`config.mk`:
```
export PLATFORM = sky130hd
export DESIGN_NAME = sdlc_loop_station
export DESIGN_NICKNAME = d
export VERILOG_FILES = /design/src/rtl/sdlc_loop_pkg.sv /design/src/rtl/sdlc_loop_eop_det.sv /design/src/rtl/sdlc_loop_seq.sv /design/src/rtl/sdlc_loop_txsel.sv /design/src/rtl/sdlc_loop_station.sv
export SDC_FILE = /design/constraint.sdc
export NUM_CORES = 1
export LEC_CHECK = 0
export BUFFER_PORTS_ARGS = -buffer_cell sky130_fd_sc_hd__buf_2
export CAP_MARGIN = 10
export CORE_AREA = 5 5 50 52
export DETAILED_ROUTE_END_ITERATION = 10
export DIE_AREA = 0 0 55 57
export PLACE_DENSITY = 0.69
export SYNTH_ARGS = -nofsm -noshare
export SYNTH_HDL_FRONTEND = slang
export SYNTH_SLANG_ARGS = --single-unit
```
`constraint.sdc`:
```
create_clock -name clk -period 2.67 [get_ports clk]
set_input_delay 0.267 -clock clk [delete_from_list [all_inputs] [get_ports clk]]
set_output_delay 0.267 -clock clk [all_outputs]
set_load 0.1 [all_outputs]
```
`src/rtl/sdlc_loop_pkg.sv`:
```
package sdlc_loop_pkg;
   typedef enum logic [1:0] {
      ST_REPEAT = 2'd0,
      ST_LOCAL  = 2'd1,
      ST_TRAIL  = 2'd2
   } stn_state_t;
endpackage

```
`src/rtl/sdlc_loop_eop_det.sv`:
```
module sdlc_loop_eop_det #(
   parameter int ONES_LEN = 7,
   parameter bit EVT_REG  = 1'b1
) (
   input  logic clk,
   input  logic rst_n,
   input  logic bit_en,
   input  logic rx_bit,
   output logic match,
   output logic eop_seen,
   output logic eop_gone
);
   // pattern window: oldest bit is the leading zero, the rest ones
   localparam logic [ONES_LEN-1:0] PAT_HEAD = {1'b0, {(ONES_LEN-1){1'b1}}};

   logic [ONES_LEN-1:0] hist_q;
   logic                cond_q;
   logic                gone_now;

   assign match    = bit_en & rx_bit & (hist_q == PAT_HEAD);
   assign gone_now = bit_en & ~rx_bit & cond_q;

   always_ff @(posedge clk or negedge rst_n) begin
      if (!rst_n) begin
         hist_q <= '1;
         cond_q <= 1'b0;
      end else if (bit_en) begin
         hist_q <= {hist_q[ONES_LEN-2:0], rx_bit};
         if (match)
            cond_q <= 1'b1;
         else if (!rx_bit)
            cond_q <= 1'b0;
      end
   end

   generate
      if (EVT_REG) begin : g_evt_reg
         logic seen_q, gone_q;
         always_ff @(posedge clk or negedge rst_n) begin
            if (!rst_n) begin
               seen_q <= 1'b0;
               gone_q <= 1'b0;
            end else begin
               seen_q <= match;
               gone_q <= gone_now;
            end
         end
         assign eop_seen = seen_q;
         assign eop_gone = gone_q;
      end else begin : g_evt_comb
         assign eop_seen = match;
         assign eop_gone = gone_now;
      end
   endgenerate
endmodule

```
`src/rtl/sdlc_loop_seq.sv`:
```
module sdlc_loop_seq
   import sdlc_loop_pkg::*;
#(
   parameter int ONES_LEN = 7
) (
   input  logic       clk,
   input  logic       rst_n,
   input  logic       bit_en,
   input  logic       rx_bit,
   input  logic       match,
   input  logic       go_active,
   input  logic       loc_done,
   output stn_state_t state,
   output logic       conv
);
   localparam int CNT_W = (ONES_LEN > 2) ? $clog2(ONES_LEN) : 1;
   localparam logic [CNT_W-1:0] CNT_LAST = CNT_W'(ONES_LEN - 1);

   stn_state_t       state_q;
   logic [CNT_W-1:0] cnt_q;
   logic             req_q;
   logic             cand_q;
   logic             trail_end;

   assign conv      = match & cand_q & req_q & (state_q == ST_REPEAT);
   assign trail_end = bit_en & (state_q == ST_TRAIL) & (cnt_q == CNT_LAST);
   assign state     = state_q;

   always_ff @(posedge clk or negedge rst_n) begin
      if (!rst_n) begin
         state_q <= ST_REPEAT;
         cnt_q   <= '0;
      end else if (bit_en) begin
         unique case (state_q)
            ST_REPEAT: if (conv) state_q <= ST_LOCAL;
            ST_LOCAL: if (loc_done) begin
               state_q <= ST_TRAIL;
               cnt_q   <= '0;
            end
            ST_TRAIL: if (cnt_q == CNT_LAST) state_q <= ST_REPEAT;
                      else                   cnt_q   <= cnt_q + 1'b1;
            default: state_q <= ST_REPEAT;
         endcase
      end
   end

   // request is sticky until the closing pattern is out; a new pulse wins
   always_ff @(posedge clk or negedge rst_n) begin
      if (!rst_n)
         req_q <= 1'b0;
      else if (go_active)
         req_q <= 1'b1;
      else if (trail_end)
         req_q <= 1'b0;
   end

   // a pattern may be taken only if the request predates its leading zero
   always_ff @(posedge clk or negedge rst_n) begin
      if (!rst_n)
         cand_q <= 1'b0;
      else if (!req_q)
         cand_q <= 1'b0;
      else if (bit_en && !rx_bit)
         cand_q <= 1'b1;
   end
endmodule

```
`src/rtl/sdlc_loop_txsel.sv`:
```
module sdlc_loop_txsel
   import sdlc_loop_pkg::*;
(
   input  logic       clk,
   input  logic       rst_n,
   input  logic       bit_en,
   input  stn_state_t state,
   input  logic       conv,
   input  logic       rx_bit,
   input  logic       loc_bit,
   input  logic       loc_done,
   output logic       tx_bit
);
   logic tx_d;

   always_comb begin
      unique case (state)
         ST_REPEAT: tx_d = rx_bit & ~conv;
         ST_LOCAL:  tx_d = loc_done ? 1'b0 : loc_bit;
         ST_TRAIL:  tx_d = 1'b1;
         default:   tx_d = 1'b1;
      endcase
   end

   // the one-bit delay stage; conversion forces its zero here
   always_ff @(posedge clk or negedge rst_n) begin
      if (!rst_n)
         tx_bit <= 1'b1;
      else if (bit_en)
         tx_bit <= tx_d;
   end
endmodule

```
`src/rtl/sdlc_loop_station.sv`:
```
module sdlc_loop_station
   import sdlc_loop_pkg::*;
#(
   parameter int ONES_LEN = 7,
   parameter bit EVT_REG  = 1'b1
) (
   input  logic clk,
   input  logic rst_n,
   input  logic bit_en,
   input  logic rx_bit,
   input  logic go_active,
   input  logic loc_bit,
   input  logic loc_done,
   output logic tx_bit,
   output logic eop_seen,
   output logic eop_gone,
   output logic active,
   output logic loc_req
);
   generate
      if (ONES_LEN < 2 || ONES_LEN > 32) begin : g_bad_len
         $error("ONES_LEN must lie in 2..32");
      end
   endgenerate

   logic       match;
   logic       conv;
   stn_state_t state;

   sdlc_loop_eop_det #(.ONES_LEN(ONES_LEN), .EVT_REG(EVT_REG)) det_i (
      .clk(clk), .rst_n(rst_n), .bit_en(bit_en), .rx_bit(rx_bit),
      .match(match), .eop_seen(eop_seen), .eop_gone(eop_gone)
   );

   sdlc_loop_seq #(.ONES_LEN(ONES_LEN)) seq_i (
      .clk(clk), .rst_n(rst_n), .bit_en(bit_en), .rx_bit(rx_bit),
      .match(match), .go_active(go_active), .loc_done(loc_done),
      .state(state), .conv(conv)
   );

   sdlc_loop_txsel txsel_i (
      .clk(clk), .rst_n(rst_n), .bit_en(bit_en), .state(state),
      .conv(conv), .rx_bit(rx_bit), .loc_bit(loc_bit),
      .loc_done(loc_done), .tx_bit(tx_bit)
   );

   assign active  = (state != ST_REPEAT);
   assign loc_req = (state == ST_LOCAL);
endmodule

```
Word level (Yosys, flattened, before mapping)
Cells that the tools add are included.
{ "word_totals": {"regBits": 18, "input_bits": 7, "out_inout_bits": 5, "elab_cells": 56} }
{ "classes": {"n_addsub": 1, "n_eq_ne": 10, "n_mux": 15, "bitwise_logic": 12, "n_reduce_logical": 9} }
{ "ops": {"columns": ["op", "count"], "rows": [
  ["bitwise AND 1 bit", 10],
  ["!= test 2 bit (second input constant)", 4],
  ["AND reduction 4 bit", 2],
  ["== test 7 x 6 -> 1 bit (second input constant)", 1],
  ["2-to-1 mux 1 bit", 7],
  ["2-to-1 mux 2 bit", 3],
  ["2-to-1 mux 3 bit", 2],
  ["case mux 2 bit (3 select lines)", 1],
  ["case mux 3 bit (2 select lines)", 1],
  ["nonzero test 2 bit", 3],
  ["!= test 2 x 1 -> 1 bit (second input constant)", 2],
  ["adder 3 x 1 -> 3 bit (second input constant)", 1],
  ["== test 3 bit (second input constant)", 1],
  ["== test 2 x 1 -> 1 bit (second input constant)", 1],
  ["== test 2 bit (second input constant)", 1],
  ["zero test 2 bit", 1],
  ["inverter 1 bit", 2],
  ["case mux 1 bit (2 select lines)", 1],
  ["AND reduction 2 bit", 1],
  ["logical AND 1 bit", 1],
  ["zero test 1 bit", 1]
]} }

Depth between registers and ports, before layout
{ "depth": {"depth_word": 8, "ltp_mapped": 6, "mapped_depth_nobuf": 6} }

Cells and area by module
A second synthesis with hierarchy kept.
{ "hier_totals": {"cells_unflattened": 71, "hier_area_um2": 882.1} }
{ "modules_own_cells": {"columns": ["mod", "instances", "cells_per_inst", "area_per_inst_um2", "seq_area_each_um2"], "rows": [
  ["sdlc_loop_eop_det", 1, 25, 416.6, 259.0],
  ["sdlc_loop_seq", 1, 38, 384.1, 175.2],
  ["sdlc_loop_txsel", 1, 6, 66.3, 26.3],
  ["sdlc_loop_station", 1, 2, 15.0, 0.0]
]} }

Worst setup path after synthesis
No wires, ideal clock.
{ "synth_timing": {"path_kind": "flip-flop to flip-flop", "start": "register seq_i.state_q[0], in the netlist seq_i.state[0]", "end": "register seq_i.cnt_q[1]", "setup_time_ps": 121, "arrival_time_ps": 1790, "required_time_ps": 2549, "setup_slack_ps": 759, "path_stages_with_launch": 5, "path_buffers": 0, "period_less_slack_ps": 1911, "cell_sequence": "dfrtp_1 > nor2b_2 > a22o_1 > nand2_1 > a22o_1"} }
{ "synth_between": {"elab_chain_len": 3, "word_cells_on_any_way": 7, "classes_between": "eq/ne: 4; mux: 1; reduce/logical: 2"} }
{ "synth_lines": {"columns": ["item", "line_no", "source"], "rows": [
  ["start, declared", "sdlc_loop_seq.sv:19", "stn_state_t state_q;"],
  ["start signal, assigned", "sdlc_loop_seq.sv:31", "state_q <= ST_REPEAT;"],
  ["start signal, assigned", "sdlc_loop_seq.sv:35", "ST_REPEAT: if (conv) state_q <= ST_LOCAL;"],
  ["start signal, assigned", "sdlc_loop_seq.sv:37", "state_q <= ST_TRAIL;"],
  ["== test 2 x 1 -> 1 bit (*)", null, null],
  ["named net loc_req", "sdlc_loop_station.sv:18", "output logic loc_req"],
  ["!= test 2 bit (no source line) or nonzero test 2 bit (tied branches)", null, null],
  ["AND reduction 4 bit (no source line)", null, null],
  ["end signal, assigned", "sdlc_loop_seq.sv:41", "else cnt_q <= cnt_q + 1'b1;"],
  ["end, declared", "sdlc_loop_seq.sv:20", "logic [CNT_W-1:0] cnt_q;"]
]} }
Mark *: on every way through the listed nets, which the timed path passes. The rest lies on a longest branch.
A chain may end at the register's enable or synchronous reset.

Worst setup path after layout
{ "layout_timing": {"start": "register seq_i.state_q[0], in the netlist seq_i.state[0]", "end": "output loc_req"} }
{ "layout_between": {"elab_chain_len": 1} }
{ "layout_lines": {"columns": ["item", "line_no", "source"], "rows": [
  ["== test 2 x 1 -> 1 bit", "sdlc_loop_station.sv:48", "assign loc_req = (state == ST_LOCAL);"],
  ["end, declared", "sdlc_loop_station.sv:18", null]
]} }
No other way between the ends.

==> results.md <==
* Outcome: finished clean
* # setup viols final at 0
* Seq/Total Area, Yosys at 0.5517
* CTS tree: done
* Synthesized cell area at 834.6 sq um
* GRT Total Usage at 0.1036
* Antenna cells at 0
* Post-synth EDFFs at 0
* Final Hold Fails at 0
* Clk root buf: clkbuf_4
* Largest family of logic cells by synthesized area: simple AND/OR/NAND/NOR gates
* Nets at 97
* PwrDens at 666.8 nW/um^2
* Non-Filler Instances at 115
* Clock transition at path regs at 0.10 ns
* Startpoint types: register
* RSZ-0062 raised after global routing: false
* Setup Buffers After CTS at 0
* Worst slew pin tran at 0.4862 ns
* Most frequent cells after synthesis: dfrtp_1, dfstp_2, inv_1, mux2_2, nand2_1
* Routability congestion estimate at 0.8235
* Final slew viol count at 0
* Final wirelength at 1358 um
* Die Span X at 55 um
* Clock power frac at 0.263
* Max-Cap Viols at 0
* DRC Markers at 0
* Drt first pass iters at 2
* Die Ht at 57 um
* Simple-Gate Fraction of Synth Area at 0.1559
* Synthesis-stage register bit count at 18
* Boundary pin count at 12
* Minimum clock period at 1.663 ns
* Synth Area in Compound Gates at 0.1139
* Dpl hpwl at 1010 um
* Crit. Startpoint: seq_i.state[0]
* ANT nets after route at 0
* Share of the synthesized area in the top cell type at 0.2999
* Worst EP required at 2.40 ns
* Setup TNS at 0 ns
* Classification of the worst setup path: register to primary output
* Post-synth top area cell: dfrtp_1
* Highest clock rate at 601.3 MHz
* Post-Syn Nets at 82
* Syn Inst Count at 73
* Hold depth at 2
* Vias at 552
* VDD IR max at 342.8 uV
* Clock Path Buffers at 2
* Placed insts at 110
* Worst-path maximum fanout at 7
* Core Area at 2063 sq um
* HP Class: input port to register
* Largest net degree at the start of global routing at 19
* Primary FF master, synth: dfrtp_1
* Mux cell area share after synthesis at 0.09295
* PortBufs at 11
* Register-to-Register Path Depth at 4
* Post-synthesis adder-cell area fraction at 0.02999
* Period utilization at 0.6228
* Clock Skew at 0.002588 ns
* Fraction of layout cells with a size suffix above 1 at 0.3908
* H-tree depth at 1
* Switching power at 0.1795 mW
* Post-cts sizing count at 0
* RR Endpoint: txsel_i.tx_bit
* LEAKAGE at 0.4807 nW
* Clock Latency Late Sink at 0.29 ns
* CTS sink cnt at 18
* Hold Slack at 0.1532 ns
* First DRT Iteration DRCs at 3
* Relative slew slack at 0.6781
* Syn-to-layout area delta at 14.39%
* Sw frac at 0.2820
* TritonCTS buffer count at 3
* Die area at 3135 sq um
* Initial antenna violation count at 0
* Total of fill cells in the finished design at 205
* Reg power frac at 0.560
* Placement Setup Slack at 1.302 ns
* Worst r2r src: det_i.hist_q[0]
* Fin util at 0.4627
* Rows at 17
* First-pass GRT wire length at 2325 um
* Worst setup path end: loc_req
* Cell-internal power at 0.4570 mW
* CTS Hold Buffers Added at 1
* Routed WL per cell at 11.81 um
* Vias per inst at 4.800
* Crit. End Element: primary output
* Final WS setup at 1.007 ns
* Vias in the first global route at 568
* Area contributors post-synth: dfrtp_1, dfstp_2, mux2_2
* Synth warn at 0
* Overflow after GRT at 0
* Crit path DAT at 1.40 ns
* Syn avg cell area at 11.43 sq um
* Synth async-reset ratio at 1.000
* Starting Density at 0.4045
* Post-synthesis xor/xnor area fraction at 0
* Logic pwr share at 0.177
* Most frequent cell after synthesis: dfrtp_1
* Reg2Reg Setup Slack at 1.35 ns
* Synth cell types at 26
## critical path, cell delays in order, from the launching register on
cell and delay (ns):
dfrtp_1 0.45, nor2b_2 0.21, buf_2 0.44
## layer usage
metal / GRT usage / vias to the layer above / part of all wire
met5: 0 / - / 0
met4: 0.02083 / 0 / 0
met3: 0.05483 / 0 / 0.071
met2: 0.1554 / 14 / 0.48
met1: 0.1327 / 258 / 0.45
li1: - / 280 / -
## area by class of cell
class | count | area (sq um) | area share
flip-flops and latches | 18 | 460.4 | 0.4823
repair buffers | 12 | 65.06 | 0.06815
clock buffers | 4 | 36.28 | 0.03801
well taps | 28 | 35.03 | 0.03670
multi-input cells | 45 | 327.8 | 0.3434
inverters | 8 | 30.03 | 0.03145
## cells by family (layout without fill, tap and decap cells)
logic type,count (synthesis),count (layout)
DFF,18,18
adders and majority gates,2,2
and+or+nand+nor,21,21
buffers and inverters,10,24
AOI/OAI and AO/OA,15,15
muxes,7,7
## registers in the layout, indices dropped and copies added (netlist names)
name	flops
seq_i.state	2
det_i.hist_q	7
det_i.cond_q	1
det_i.eop_seen	1
seq_i.cand_q	1
seq_i.req_q	1
det_i.eop_gone	1
seq_i.cnt_q	3
txsel_i.tx_bit	1
## worst min path at each step
stage / slack (ns) / to / from
final: 0.15 / seq_i.req_q / go_active
after CTS: 0.14 / seq_i.req_q / go_active
after global placement: 0.21 / det_i.eop_gone / rst_n
after floorplan: -0.03 / det_i.cond_q / rst_n
after global routing: 0.15 / seq_i.req_q / go_active
after detailed placement: 0.22 / det_i.eop_gone / rst_n
## per-stage QoR
stage,power (mW),area (sq um)
6_report,0.6365,954.7
5_1_grt,0.6827,954.7
4_1_cts,0.6470,954.7
3_5_place_dp,0.4764,908.4
3_3_place_gp,0.4708,908.4
2_1_floorplan,0.4464,834.6
## placed cells by master (no fill, tap or decap), types with 3 or more instances in the layout
| cell | count |
|---|---|
| o21ai_0 | 5 |
| nor2_1 | 4 |
| mux2_2 | 6 |
| nand2_1 | 6 |
| buf_2 | 11 |
| a21oi_1 | 3 |
| clkbuf_4 | 3 |
| dfstp_2 | 8 |
| dfrtp_1 | 10 |
| inv_1 | 8 |
## power groups by stage
stage / clock network (mW) / logic, mW / registers (mW)
floorplan: 0 / 0.0792 / 0.367
global placement: 0 / 0.110 / 0.361
detailed placement: 0 / 0.114 / 0.362
CTS: 0.174 / 0.115 / 0.358
global route: 0.190 / 0.129 / 0.363
finish: 0.167 / 0.113 / 0.356
No activity file was read; power rests on OpenSTA's default activity.
